<file path="src/rtl/rxerr_pkg.sv">
package rxerr_pkg;

  localparam logic [7:0] CODE_IDLE  = 8'h07;
  localparam logic [7:0] CODE_START = 8'hFB;
  localparam logic [7:0] CODE_TERM  = 8'hFD;

  typedef struct packed {
    logic fcs;
    logic runt;
    logic giant;
    logic sized;
  } err_pulse_t;

  // raw lane count minus preamble/delimiter, floored at zero
  function automatic int unsigned payload_len(input int unsigned raw,
                                              input int unsigned pre);
    return (raw > pre) ? raw - pre : 0;
  endfunction

  function automatic err_pulse_t classify(input int unsigned len,
                                          input logic        bad,
                                          input int unsigned min_len,
                                          input int unsigned max_len);
    err_pulse_t p;
    p.fcs   = bad;
    p.runt  = bad && (len < min_len);
    p.giant = bad && (len > max_len);
    p.sized = bad && (len >= min_len) && (len <= max_len);
    return p;
  endfunction

endpackage

</file>
<file path="src/rtl/rxerr_lane_decode.sv">
module rxerr_lane_decode #(
  parameter int LANES = 4
) (
  input  logic [LANES*8-1:0] word_i,
  input  logic [LANES-1:0]   ctrl_i,
  output logic [LANES-1:0]   is_data_o,
  output logic [LANES-1:0]   is_start_o,
  output logic [LANES-1:0]   is_term_o
);
  import rxerr_pkg::*;

  for (genvar g = 0; g < LANES; g++) begin : g_lane
    logic [7:0] byte_v;
    assign byte_v        = word_i[g*8 +: 8];
    assign is_data_o[g]  = !ctrl_i[g];
    assign is_start_o[g] = ctrl_i[g] && (byte_v == CODE_START);
    assign is_term_o[g]  = ctrl_i[g] && (byte_v == CODE_TERM);
  end

endmodule

</file>
<file path="src/rtl/rxerr_frame_track.sv">
module rxerr_frame_track #(
  parameter int LANES = 4,
  parameter int CNT_W = 11
) (
  input  logic             clk,
  input  logic             rst_n,
  input  logic [LANES-1:0] is_data_i,
  input  logic [LANES-1:0] is_start_i,
  input  logic [LANES-1:0] is_term_i,
  output logic             close_evt_o,
  output logic             close_abort_o,
  output logic [CNT_W-1:0] close_cnt_o
);

  logic             open_q, open_d;
  logic [CNT_W-1:0] cnt_q, cnt_d;

  // scan lanes earliest first; the first close in a word is reported
  always_comb begin
    open_d        = open_q;
    cnt_d         = cnt_q;
    close_evt_o   = 1'b0;
    close_abort_o = 1'b0;
    close_cnt_o   = '0;
    for (int i = 0; i < LANES; i++) begin
      if (is_start_i[i]) begin
        if (open_d && !close_evt_o) begin
          close_evt_o   = 1'b1;
          close_abort_o = 1'b1;
          close_cnt_o   = cnt_d;
        end
        open_d = 1'b1;
        cnt_d  = '0;
      end else if (is_term_i[i]) begin
        if (open_d && !close_evt_o) begin
          close_evt_o = 1'b1;
          close_cnt_o = cnt_d;
        end
        open_d = 1'b0;
      end else if (is_data_i[i] && open_d) begin
        if (cnt_d != '1) cnt_d = cnt_d + 1'b1;
      end
    end
  end

  always_ff @(posedge clk) begin
    if (!rst_n) begin
      open_q <= 1'b0;
      cnt_q  <= '0;
    end else begin
      open_q <= open_d;
      cnt_q  <= cnt_d;
    end
  end

  // an abort close only happens on a start code
  assert_abort_needs_start_R9: assert property (@(posedge clk) disable iff (!rst_n)
    close_abort_o |-> (|is_start_i));

  // a word with no boundary codes never closes a frame
  assert_no_close_without_code_R10: assert property (@(posedge clk) disable iff (!rst_n)
    (!(|is_start_i) && !(|is_term_i)) |-> !close_evt_o);

endmodule

</file>
<file path="src/rtl/rxerr_classify.sv">
module rxerr_classify #(
  parameter int CNT_W   = 11,
  parameter int PRE_LEN = 7,
  parameter int MIN_LEN = 64,
  parameter int MAX_LEN = 1518
) (
  input  logic                  clk,
  input  logic                  rst_n,
  input  logic                  close_evt_i,
  input  logic                  close_abort_i,
  input  logic [CNT_W-1:0]      close_cnt_i,
  input  logic                  fcs_bad_i,
  output rxerr_pkg::err_pulse_t pulse_o
);
  import rxerr_pkg::*;

  int unsigned len_v;
  logic        bad_v;
  err_pulse_t  pulse_d, pulse_q;

  always_comb begin
    len_v   = payload_len(32'(close_cnt_i), PRE_LEN);
    bad_v   = close_abort_i || fcs_bad_i;
    pulse_d = close_evt_i ? classify(len_v, bad_v, MIN_LEN, MAX_LEN) : '0;
  end

  always_ff @(posedge clk) begin
    if (!rst_n) pulse_q <= '0;
    else        pulse_q <= pulse_d;
  end

  assign pulse_o = pulse_q;

  // size classes are exclusive
  assert_size_exclusive_R11: assert property (@(posedge clk) disable iff (!rst_n)
    $onehot0({pulse_q.runt, pulse_q.giant, pulse_q.sized}));

  // every size strobe comes with the general strobe
  assert_size_implies_fcs_R11: assert property (@(posedge clk) disable iff (!rst_n)
    (pulse_q.runt || pulse_q.giant || pulse_q.sized) |-> pulse_q.fcs);

  // general strobe carries exactly one size class
  assert_fcs_has_class_R4: assert property (@(posedge clk) disable iff (!rst_n)
    pulse_q.fcs |-> ($countones({pulse_q.runt, pulse_q.giant, pulse_q.sized}) == 1));

  // a strobe only follows a close event
  assert_pulse_after_close_R4: assert property (@(posedge clk) disable iff (!rst_n)
    !close_evt_i |=> !pulse_q.fcs);

endmodule

</file>
<file path="src/rtl/rx_err_stats.sv">
module rx_err_stats #(
  parameter int LANES   = 4,
  parameter int PRE_LEN = 7,
  parameter int MIN_LEN = 64,
  parameter int MAX_LEN = 1518
) (
  input  logic               clk,
  input  logic               rst_n,
  input  logic [LANES*8-1:0] rx_word,
  input  logic [LANES-1:0]   rx_ctrl,
  input  logic               rx_fcs_bad,
  output logic               inc_fcs_err,
  output logic               inc_runt,
  output logic               inc_giant,
  output logic               inc_sized_fcs_err
);
  import rxerr_pkg::*;

  // counter wide enough that saturation lies above the largest legal frame
  localparam int CNT_W = $clog2(MAX_LEN + PRE_LEN + 2);

  logic [LANES-1:0] is_data, is_start, is_term;
  logic             close_evt, close_abort;
  logic [CNT_W-1:0] close_cnt;
  err_pulse_t       pulse;

  rxerr_lane_decode #(.LANES(LANES)) i_decode (
    .word_i     (rx_word),
    .ctrl_i     (rx_ctrl),
    .is_data_o  (is_data),
    .is_start_o (is_start),
    .is_term_o  (is_term)
  );

  rxerr_frame_track #(.LANES(LANES), .CNT_W(CNT_W)) i_track (
    .clk           (clk),
    .rst_n         (rst_n),
    .is_data_i     (is_data),
    .is_start_i    (is_start),
    .is_term_i     (is_term),
    .close_evt_o   (close_evt),
    .close_abort_o (close_abort),
    .close_cnt_o   (close_cnt)
  );

  rxerr_classify #(
    .CNT_W(CNT_W), .PRE_LEN(PRE_LEN), .MIN_LEN(MIN_LEN), .MAX_LEN(MAX_LEN)
  ) i_classify (
    .clk           (clk),
    .rst_n         (rst_n),
    .close_evt_i   (close_evt),
    .close_abort_i (close_abort),
    .close_cnt_i   (close_cnt),
    .fcs_bad_i     (rx_fcs_bad),
    .pulse_o       (pulse)
  );

  assign inc_fcs_err       = pulse.fcs;
  assign inc_runt          = pulse.runt;
  assign inc_giant         = pulse.giant;
  assign inc_sized_fcs_err = pulse.sized;

  // a passing normal close is followed by no strobe
  assert_good_frame_quiet_R8: assert property (@(posedge clk) disable iff (!rst_n)
    (close_evt && !close_abort && !rx_fcs_bad) |=> !inc_fcs_err);

endmodule

</file>
<file path="config.mk">
export PLATFORM = sky130hd
export DESIGN_NAME = rx_err_stats
export DESIGN_NICKNAME = d
export VERILOG_FILES = /design/src/rtl/rxerr_pkg.sv /design/src/rtl/rxerr_lane_decode.sv /design/src/rtl/rxerr_frame_track.sv /design/src/rtl/rxerr_classify.sv /design/src/rtl/rx_err_stats.sv
export SDC_FILE = /design/constraint.sdc
export NUM_CORES = 1
export LEC_CHECK = 0
export ABC_CLOCK_PERIOD_IN_PS = 7310
export BUFFER_PORTS_ARGS = -buffer_cell sky130_fd_sc_hd__buf_2
export CAP_MARGIN = 20
export CORE_ASPECT_RATIO = 1.25
export CORE_MARGIN = 10
export CORE_UTILIZATION = 50
export DETAILED_ROUTE_END_ITERATION = 6
export MAX_ROUTING_LAYER = met4
export PLACE_DENSITY = 0.7
export SYNTH_ARGS = -nofsm -noshare
export SYNTH_HDL_FRONTEND = slang
export SYNTH_SLANG_ARGS = --single-unit
</file>
<file path="constraint.sdc">
create_clock -name clk -period 7.31 [get_ports clk]
set_input_delay 1.462 -clock clk [delete_from_list [all_inputs] [get_ports clk]]
set_output_delay 1.462 -clock clk [all_outputs]
set_load 0.01 [all_outputs]
</file>
==> impl_metrics.tcl, run 1 <==
set metrics [dict create \
    slowest_delay_ps 420 \
    hp-start "i_track.open_q" \
    initial_core_util_pct 51.2 \
    critPathLaunchType "input port" \
    synth_seq_cells 16 \
    drc 0 \
    maxCapViolCount 0 \
    syn_area_sq_um 3360 \
    reg2reg_from "i_track.cnt_q[0]" \
    crit_buf_inv 4 \
    power_density_nw_per_um2 54.4 \
    path_class "input port to flip-flop" \
    crit_start "rx_word[4]" \
    nFillCells 658 \
    fin_util_pct 56.3 \
    syn_nets 524 \
    clk_latency_ps 250 \
    wl_um 12100 \
    synth_compound_area_share_pct 36.1 \
    drive_gt1_share_pct 18.3 \
    max_freq_mhz 150 \
    post-cts-setup-buffers 0 \
    cts_tree "yes" \
    muxShareOfSynthArea_pct 2.24 \
    tns_ps 0 \
    dieArea_sq_um 10400 \
    hold_viol 0 \
    final.setup.worst_slack_ps 642 \
    cts_made_buffers 3 \
    ys_async_sr_fraction_pct 0 \
    num_rows 33 \
    slew_headroom_pct 56.8 \
    ant_nets 0 \
    avgSynthCellArea_sq_um 7.00 \
    cts.repair.resized 0 \
    rsz0062_at_grt "no" \
    skew_ps 3.73 \
    path_delay_family "simple AND/OR/NAND/NOR gates" \
    grt_use_total_pct 23.1 \
    syn_to_final_growth_pct 10.1 \
    drv_slew 0 \
    worst_pin_slew_ps 643 \
    min_period_ps 6670 \
    wl_per_cell_um 20.2 \
    die_y_um 112 \
    fin_crit_sh_pct 91.2 \
    synth-simple-area-share_pct 39.9 \
    syn_inst 480 \
    place_hpwl_um 9890 \
    antenna_found_initial 0 \
    vias 4014 \
    crit_path_cell_trace "buf_2, nand3_1, nor3_1, buf_4, a311o_1, and4bb_2, a31oi_4, mux2i_1, nor2_1, ha_1, and4_1, nor3b_2, a21o_1, mux2i_1, or2_1, inv_1, ha_1, inv_1, nor4b_2, nand4bb_1, and2_1, nand2_1, xor2_1, nor2_1" \
    coreArea_sq_um 6570 \
    grt_remaining_overflow 0 \
    critPathCaptureType "flip-flop" \
    hold_path.class "flip-flop to flip-flop" \
    pin_count 43 \
    setup_viol 0 \
    cp.depth 24 \
    n_antenna_cell 0 \
    viasPerCell 6.69 \
    synth_xor_area_share_pct 4.43 \
    whs_path_depth 4 \
    synthFlopType "dfxtp_1" \
    ys_types 85 \
    yosysSeqAreaShare_pct 9.54 \
    root_buffer "clkbuf_8" \
    dp_slack_ps 244 \
    reg2reg_depth 26 \
    synth_fa_ha_area_share_pct 1.86 \
    crit_required_ps 7440 \
    leakage_nw 1.24 \
    vdd_drop_max_uv 93.7 \
    nNetsFinal 558 \
    io_buffers 42 \
    synth_top_family_by_area "simple AND/OR/NAND/NOR gates" \
    run_status "completed" \
    hold_buffers 0 \
    grt_pass1_vias 3866 \
    drtIter0Drc 398 \
    cts.sinks 16 \
    arrival_ps 6800 \
    grt_max_degree 18 \
    htree_num_levels 1 \
    gp_congestion 1.02 \
    grt_pass1_wl_um 19200 \
    mostFrequentLayoutCells "nor2_1, nand2_1, buf_2, nand3_1, a21oi_1" \
    dieWidth_um 93.3 \
    synth_warnings 0 \
    synth_edf_count 0 \
    slowest_stage "nor4b_2" \
    cp_max_fo 11 \
    clockBufferDepth 2 \
    final_common_cell "nor2_1" \
    clk_pin_slew_ps 70 \
    dr.pass1.iters 5 \
]
==> final timing paths <==
path / to / slack [ps]
worst max-delay path: i_track.cnt_q[5] / 640
worst min-delay path: i_classify.pulse_o[3] / 1110
worst max register to register: i_track.cnt_q[5] / 1140
worst min register to register: i_classify.pulse_o[3] / 1110
==> worst min-delay path, stage by stage, from the launching register on <==
cell and delay [ps]:
dfxtp_1 550, a31oi_1 140, nand2_1 80, o211ai_1 180, inv_1 120
==> through the flow <==
stage | cells | hold slack [ps] | total power, mW | cell area, sq um
after global routing | 600 | 1180 | 0.210 | 3700
after detailed placement | 596 | 1070 | 0.122 | 3630
after floorplan | 480 | 736 | 0.106 | 3360
final | 600 | 1110 | 0.201 | 3700
after global placement | 596 | 1040 | 0.121 | 3630
after CTS | 600 | 1090 | 0.202 | 3680
==> cells by family after synthesis <==
logic type	after synthesis
muxes	7
AOI/OAI and AO/OA	155
buffers and inverters	39
adders and majority gates	5
and+or+nand+nor	241
xor gates and xnor gates	17
DFF	16
==> registers in the layout, indices dropped and copies added (netlist names) <==
register and count:
i_classify.pulse_o 4, i_track.cnt_q 11, i_track.open_q 1
==> cell type report <==
type                       count  area, sq um  area share [%]
multi-input combinational    425         2860            77.5
clock buffer                   4         55.1            1.49
timing repair buffer          53          293            7.92
inverter                      15         56.3            1.52
sequential                    16          320            8.67
tap                           87          109            2.95
==> cell usage after synthesis (5+ instances only) <==
library cell,number,area share [%]
buf_2,9,1.3
nand3_1,26,3.9
a41oi_1,5,1.3
o211ai_1,5,1.1
o21ai_0,16,2.4
or3_1,11,2.0
a311o_1,5,1.5
nand2_1,46,5.1
a211oi_1,9,2.0
a211o_1,5,1.3
or2_2,6,1.1
a21o_1,6,1.3
a21oi_1,25,3.7
dfxtp_1,16,9.5
nor3_1,18,2.7
a311oi_1,6,1.6
and3_1,5,0.93
and2_1,14,2.6
nor2_1,48,5.4
nand2b_1,6,1.1
inv_1,14,1.6
nor4_1,8,1.5
nand4_1,15,2.8
a31oi_1,10,1.9
clkbuf_1,8,0.89
xor2_1,5,1.3
and4_1,5,1.3
xnor2_1,12,3.1
mux2i_1,6,1.8
ha_1,5,1.9
==> per-layer routing <==
metal  up-vias  wire length (um)  GRT usage [%]
li1       1954                 -              -
met1      1828              4700           24.8
met2       186              5700           37.3
met3        46               925           4.91
met4         0               782           15.1
met5         -                 0              -
==> power breakdown <==
group	switching [mW]	total [mW]	internal, mW	leakage (nW)
clock	0.0326	0.0805	0.0479	0.0288
combinational	0.0175	0.0322	0.0147	1.09
sequential	0.000938	0.0885	0.0876	0.129
Power figures use the tool's default switching activity.
==> run 2: changes to the inputs <==
--- a/config.mk
+++ b/config.mk
@@ -5,6 +5,7 @@
 export SDC_FILE = /design/constraint.sdc
 export NUM_CORES = 1
 export LEC_CHECK = 0
+export ABC_AREA = 1
 export ABC_CLOCK_PERIOD_IN_PS = 7310
 export BUFFER_PORTS_ARGS = -buffer_cell sky130_fd_sc_hd__buf_2
 export CAP_MARGIN = 20
==> run 2 against run 1 <==
  * The run now ends with design-rule violations left
  * Sequential cell count stayed put
  * First-iteration DRC count is 2.5% lower
  * Worst hold slack better by 78 ps
  * Largest power group unchanged
  * Highest routed layer unchanged
==> impl_metrics.tcl, run 2 <==
set metrics [dict create \
    path_class "input port to flip-flop" \
    cts_made_buffers 3 \
    slowest_delay_ps 250 \
    maxCapViolCount 0 \
    min_period_ps 5970 \
    root_buffer "clkbuf_8" \
    gp_congestion 1.03 \
    syn_area_sq_um 3710 \
    rsz0062_at_grt "no" \
    whs_path_depth 10 \
    n_antenna_cell 0 \
    htree_num_levels 1 \
    reg2reg_from "i_track.cnt_q[1]" \
    critPathCaptureType "flip-flop" \
    drc 4 \
    synth_most_common_cell "nand2_1" \
    ant_nets 0 \
    clk_latency_ps 250 \
    reg2reg_depth 34 \
    mostFrequentLayoutCells "nand2_1, inv_1, nand3_1, nor2_1, buf_2" \
    hold_slack_ps 1190 \
    synth_seq_cells 16 \
    clk_pin_slew_ps 60 \
    antenna_found_initial 0 \
    viasPerCell 5.66 \
    ys_async_sr_fraction_pct 0 \
    post-cts-setup-buffers 0 \
    dr.pass1.iters 7 \
    wl_um 12800 \
    clockBufferDepth 2 \
    num_rows 35 \
    yosysTopAreaCellShare_pct 19.3 \
    setup_viol 0 \
    grt_remaining_overflow 0 \
    initial_core_util_pct 50.8 \
    hp-start "i_track.cnt_q[10]" \
    vdd_drop_max_uv 94.1 \
    grt_pass1_vias 4316 \
    max_freq_mhz 167 \
    worst_pin_slew_ps 906 \
    syn_nets 721 \
    grt_pass1_wl_um 21000 \
    wl_per_cell_um 16.0 \
    slew_headroom_pct 39.4 \
    final_common_cell "nand2_1" \
    hold_path.class "flip-flop to flip-flop" \
    crit_start "rx_ctrl[0]" \
    largest_register_ffs 11 \
    dieArea_sq_um 11300 \
    dieWidth_um 97.1 \
    arrival_ps 6110 \
    tns_ps 0 \
    leakage_nw 2.09 \
    place_hpwl_um 10800 \
    violations "design-rule violations" \
    nNetsFinal 757 \
    drtIter0Drc 388 \
    synth_warnings 0 \
    io_buffers 42 \
    yosysTopAreaCell "nand2_1" \
    critPathLaunchType "input port" \
    avgSynthCellArea_sq_um 5.49 \
    yosysSeqAreaShare_pct 8.62 \
    cts.repair.resized 0 \
    grt_use_total_pct 22.7 \
    cp_max_fo 10 \
    vias 4548 \
    syn_to_final_growth_pct 8.69 \
    syn_inst 677 \
    run_status "finished with violations" \
    hold_viol 0 \
    synth_area_leaders "nand2_1, inv_1, nand3_1" \
    pin_count 43 \
    ys_types 47 \
    grt_max_degree 21 \
    nFillCells 812 \
    cts.sinks 16 \
    path_common_cell "nand2_1" \
    slowest_stage "nor2_1" \
    synth_top_cells_by_count "nand2_1, inv_1, nand3_1" \
    top_register "i_track.cnt_q" \
    synth_edf_count 0 \
    drv_slew 0 \
    coreArea_sq_um 7310 \
    skew_ps 6.65 \
    drive_gt1_share_pct 17.6 \
    crit_required_ps 7450 \
    fin_crit_sh_pct 81.7 \
    power_density_nw_per_um2 53.8 \
    hold_buffers 0 \
    cts_tree "yes" \
    synthFlopType "dfxtp_1" \
    die_y_um 116 \
]
## run 2: cell count changes after synthesis, sizes merged, moves of 8 or more
cell    delta
nand4     +16
nand3     +64
a31oi      -9
and2      -13
xnor2     -11
nor2      +27
nand2    +160
buf       -10
o21ai     +27
or3       -13
inv       +93
a211oi    -12
or2        -8
## run 2: where the power goes
part           switching, mW  internal [mW]
clock                 0.0293         0.0478
combinational         0.0328         0.0174
sequential           0.00172         0.0882
## run 2: worst paths after layout
kind / endpoint / slack (ps)
min: i_classify.pulse_o[1] / 1190
min reg2reg: i_classify.pulse_o[1] / 1190
max: i_track.cnt_q[6] / 1340
max reg2reg: i_track.cnt_q[6] / 1930
## run 2: logic make-up after synthesis
logic type | count (synthesis) | share of synthesized area (%)
buffers and inverters | 121 | 12.9
AOI/OAI and AO/OA | 100 | 16.4
adders and majority gates | 5 | 1.68
DFF | 16 | 8.62
and+or+nand+nor | 432 | 59.7
xor gates and xnor gates | 3 | 0.707
## run 2: layout make-up
| type | instances | area (sq um) | area share, % |
|---|---|---|---|
| inverter | 109 | 417 | 10.3 |
| clock buffer | 4 | 55.1 | 1.36 |
| timing repair buffer | 43 | 215 | 5.33 |
| sequential | 16 | 320 | 7.93 |
| multi-input combinational | 540 | 2920 | 72.2 |
| tap | 92 | 115 | 2.85 |
## run 2: stage by stage
stage | power [mW] | cell area (sq um) | std cells | util, % | worst slack, ps
after floorplan | 0.120 | 3710 | 677 | - | 1930
after global placement | 0.140 | 3980 | 799 | 54.4 | 1290
after detailed placement | 0.141 | 3980 | 799 | 54.4 | 1170
after CTS | 0.218 | 4030 | 803 | 55.1 | 1380
after global routing | 0.228 | 4040 | 804 | 55.2 | 759
final | 0.217 | 4040 | 804 | 55.2 | 1340
## run 2: metal layers
metal  up-vias  track usage, %  wire length [um]
met2       173            41.0              6330
met3        41            2.37               751
met4         0            9.16               493
li1       2329               -                 -
met5         -               -                 0
met1      2005            25.1              5260
## run 2: critical path, delay by kind of cell
| family | cells | cell delay (ps) |
|---|---|---|
| and+or+nand+nor | 25 | 3210 |
| buffers and inverters | 6 | 640 |
| adders and majority gates | 3 | 660 |
| AOI/OAI and AO/OA | 1 | 140 |
==> run 3: changes to the inputs <==
--- a/config.mk
+++ b/config.mk
@@ -6,7 +6,7 @@
 export NUM_CORES = 1
 export LEC_CHECK = 0
 export ABC_AREA = 1
-export ABC_CLOCK_PERIOD_IN_PS = 7310
+export ABC_CLOCK_PERIOD_IN_PS = 4950
 export BUFFER_PORTS_ARGS = -buffer_cell sky130_fd_sc_hd__buf_2
 export CAP_MARGIN = 20
 export CORE_ASPECT_RATIO = 1.25
@@ -14,7 +14,7 @@
 export CORE_UTILIZATION = 50
 export DETAILED_ROUTE_END_ITERATION = 6
 export MAX_ROUTING_LAYER = met4
-export PLACE_DENSITY = 0.7
+export PLACE_DENSITY = 0.73
 export SYNTH_ARGS = -nofsm -noshare
 export SYNTH_HDL_FRONTEND = slang
 export SYNTH_SLANG_ARGS = --single-unit
==> constraint.sdc (replaced) <==
create_clock -name clk -period 4.95 [get_ports clk]
set_input_delay 0.99 -clock clk [delete_from_list [all_inputs] [get_ports clk]]
set_output_delay 0.99 -clock clk [all_outputs]
set_load 0.01 [all_outputs]
==> run 3 against run 2 <==
  * The run now ends clean
  * Clock power grew 48%
  * Clock-buffer cell count is the same
  * Total power grew 51%
  * Critical path depth shrank 14
  * Sequential cell count is the same
  * Critical endpoint unchanged
==> impl_metrics.tcl, run 3 (synthesized netlist as in run 2, its figures left out) <==
set metrics [dict create \
    antenna_found_initial 0 \
    grt_remaining_overflow 0 \
    crit_start "rx_word[6]" \
    power.switching_uw 97.5 \
    max_freq_mhz 215 \
    reg2reg_depth 32 \
    syn_to_final_growth_pct 20.5 \
    grt_max_degree 15 \
    dieArea_sq_um 11300 \
    wl_per_cell_um 15.9 \
    crit_required_ps 5080 \
    arrival_ps 4780 \
    nNetsFinal 798 \
    reg2reg_slack_ps 400 \
    hold_path.class "input port to flip-flop" \
    final_common_cell "nand2_1" \
    io_buffers 42 \
    coreArea_sq_um 7310 \
    htree_num_levels 1 \
    min_period_ps 4640 \
    num_rows 35 \
    clk_latency_ps 250 \
    gp_congestion 1.02 \
    place_hpwl_um 11300 \
    skew_ps 11.6 \
    worst_pin_slew_ps 934 \
    critPathLaunchType "input port" \
    p_int_uw 232 \
    vdd_drop_max_uv 161 \
    pin_count 43 \
    die_y_um 116 \
    viasPerCell 5.69 \
    ant_nets 0 \
    crit_path_cell_trace "buf_2, nand2_1, nor2_1, nand3_1, buf_4, nand2_2, buf_4, a21oi_1, nor2_1, inv_1, a21boi_0, nand2_2, inv_1, nand2_1, nor2_2, nand3_2, nor3_4, a21oi_4, nand2_2, nand2_1, nor3b_2" \
    n_antenna_cell 0 \
    mostFrequentLayoutCells "nand2_1, inv_1, nand3_1, nor2_1" \
    drc 0 \
    clkPwrFrac_pct 34.5 \
    slowest_delay_ps 760 \
    root_buffer "clkbuf_8" \
    top_register "i_track.cnt_q" \
    run_status "completed" \
    largest_register_ffs 11 \
    drtIter0Drc 325 \
    grt_pass1_wl_um 21300 \
    leakage_nw 2.30 \
    cp_max_fo 11 \
    dr.pass1.iters 5 \
    dieWidth_um 97.1 \
    power_density_nw_per_um2 73.5 \
    cts.sinks 16 \
    p_sw_share_pct 29.6 \
    pwr-share-seq_pct 40.2 \
    initial_core_util_pct 50.8 \
    hold_viol 0 \
    maxCapViolCount 0 \
    grt_pass1_vias 4550 \
    hold_slack_ps 1030 \
    combPwrFrac_pct 25.3 \
    placedCellCount 839 \
    reg2reg_from "i_track.cnt_q[1]" \
    path_class "input port to flip-flop" \
    drv_slew 0 \
    slowest_stage "nor2_1" \
    vias 4806 \
    slew_headroom_pct 37.5 \
    cts_made_buffers 3 \
    critPathCaptureType "flip-flop" \
    rr_endpoint "i_track.cnt_q[6]" \
    clk_pin_slew_ps 70 \
    drive_gt1_share_pct 25.2 \
    fin_crit_sh_pct 93.8 \
    grt_use_total_pct 22.9 \
    stdcell_count 845 \
    setup_viol 0 \
    wl_um 13400 \
    nFillCells 757 \
    cts_tree "yes" \
    endpoint "i_track.cnt_q[6]" \
    clockBufferDepth 2 \
]
-- run 3: changes by cell type in the layout (fill, tap and decap cells not counted), moves of 6 or more --
cell / change
nand3_4: +6
buf_4: +42
nand2_2: +6
nand2_1: -6
-- run 3: worst min-delay path by stage --
stage                                  endpoint               from  slack, ps  depth (start not counted)
after floorplan           i_classify.pulse_o[2]   i_track.cnt_q[9]        930                          8
after global placement    i_classify.pulse_o[1]  i_track.cnt_q[10]       1140                         10
after detailed placement  i_classify.pulse_o[1]  i_track.cnt_q[10]       1170                         10
after CTS                        i_track.open_q              rst_n       1040                          3
after global routing             i_track.open_q              rst_n       1070                          3
final                            i_track.open_q              rst_n       1030                          3
-- run 3: critical path: cells and delay by family --
kind / cells / cell delay [ps]
AO/OA/AOI/OAI: 3 / 700
AND/OR/NAND/NOR: 13 / 2280
buffers and inverters: 5 / 800
-- run 3: power groups by stage --
stage,Clock (mW),Combinational (mW),Sequential [mW]
after floorplan,0,0.0432,0.135
after global placement,0,0.0764,0.135
after detailed placement,0,0.0785,0.135
after CTS,0.114,0.0789,0.133
after global routing,0.120,0.0921,0.132
final,0.114,0.0834,0.132
-- run 3: repair_timing --
action | in CTS | in global routing
resized for setup | 0 | 35
buffers inserted | 0 | 2
endpoints found under the setup margin | 0 | 14
hold buffers | 0 | 0
-- run 3: final cells by class --
class | count | area [sq um] | share of cell area (%)
Inverter | 109 | 419 | 9.37
Tap cell | 92 | 115 | 2.57
Multi-Input combinational cell | 540 | 3030 | 67.8
Clock buffer | 4 | 55.1 | 1.23
Sequential cell | 16 | 328 | 7.32
Timing Repair Buffer | 84 | 526 | 11.7
-- run 3: layer usage --
metal / up-vias / wire length (um) / part of all wire, % / GRT usage (%)
met5: - / 0 / 0 / -
met4: 0 / 614 / 4.6 / 9.46
met3: 46 / 679 / 5.1 / 2.13
met2: 211 / 6630 / 49 / 42.6
met1: 2148 / 5510 / 41 / 24.5
li1: 2401 / - / - / -
-- run 3: metrics by stage --
| step | utilization, % | TNS (ps) | setup WS (ps) | power (mW) | area (sq um) |
|---|---|---|---|---|---|
| after global routing | 61.2 | -102 | -65.5 | 0.344 | 4480 |
| after detailed placement | 58.5 | 0 | 13.3 | 0.214 | 4280 |
| final | 61.2 | 0 | 305 | 0.329 | 4480 |
| after floorplan | - | 0 | 45.7 | 0.178 | 3710 |
| after global placement | 58.5 | 0 | 136 | 0.212 | 4280 |
| after CTS | 59.2 | 0 | 177 | 0.326 | 4330 |
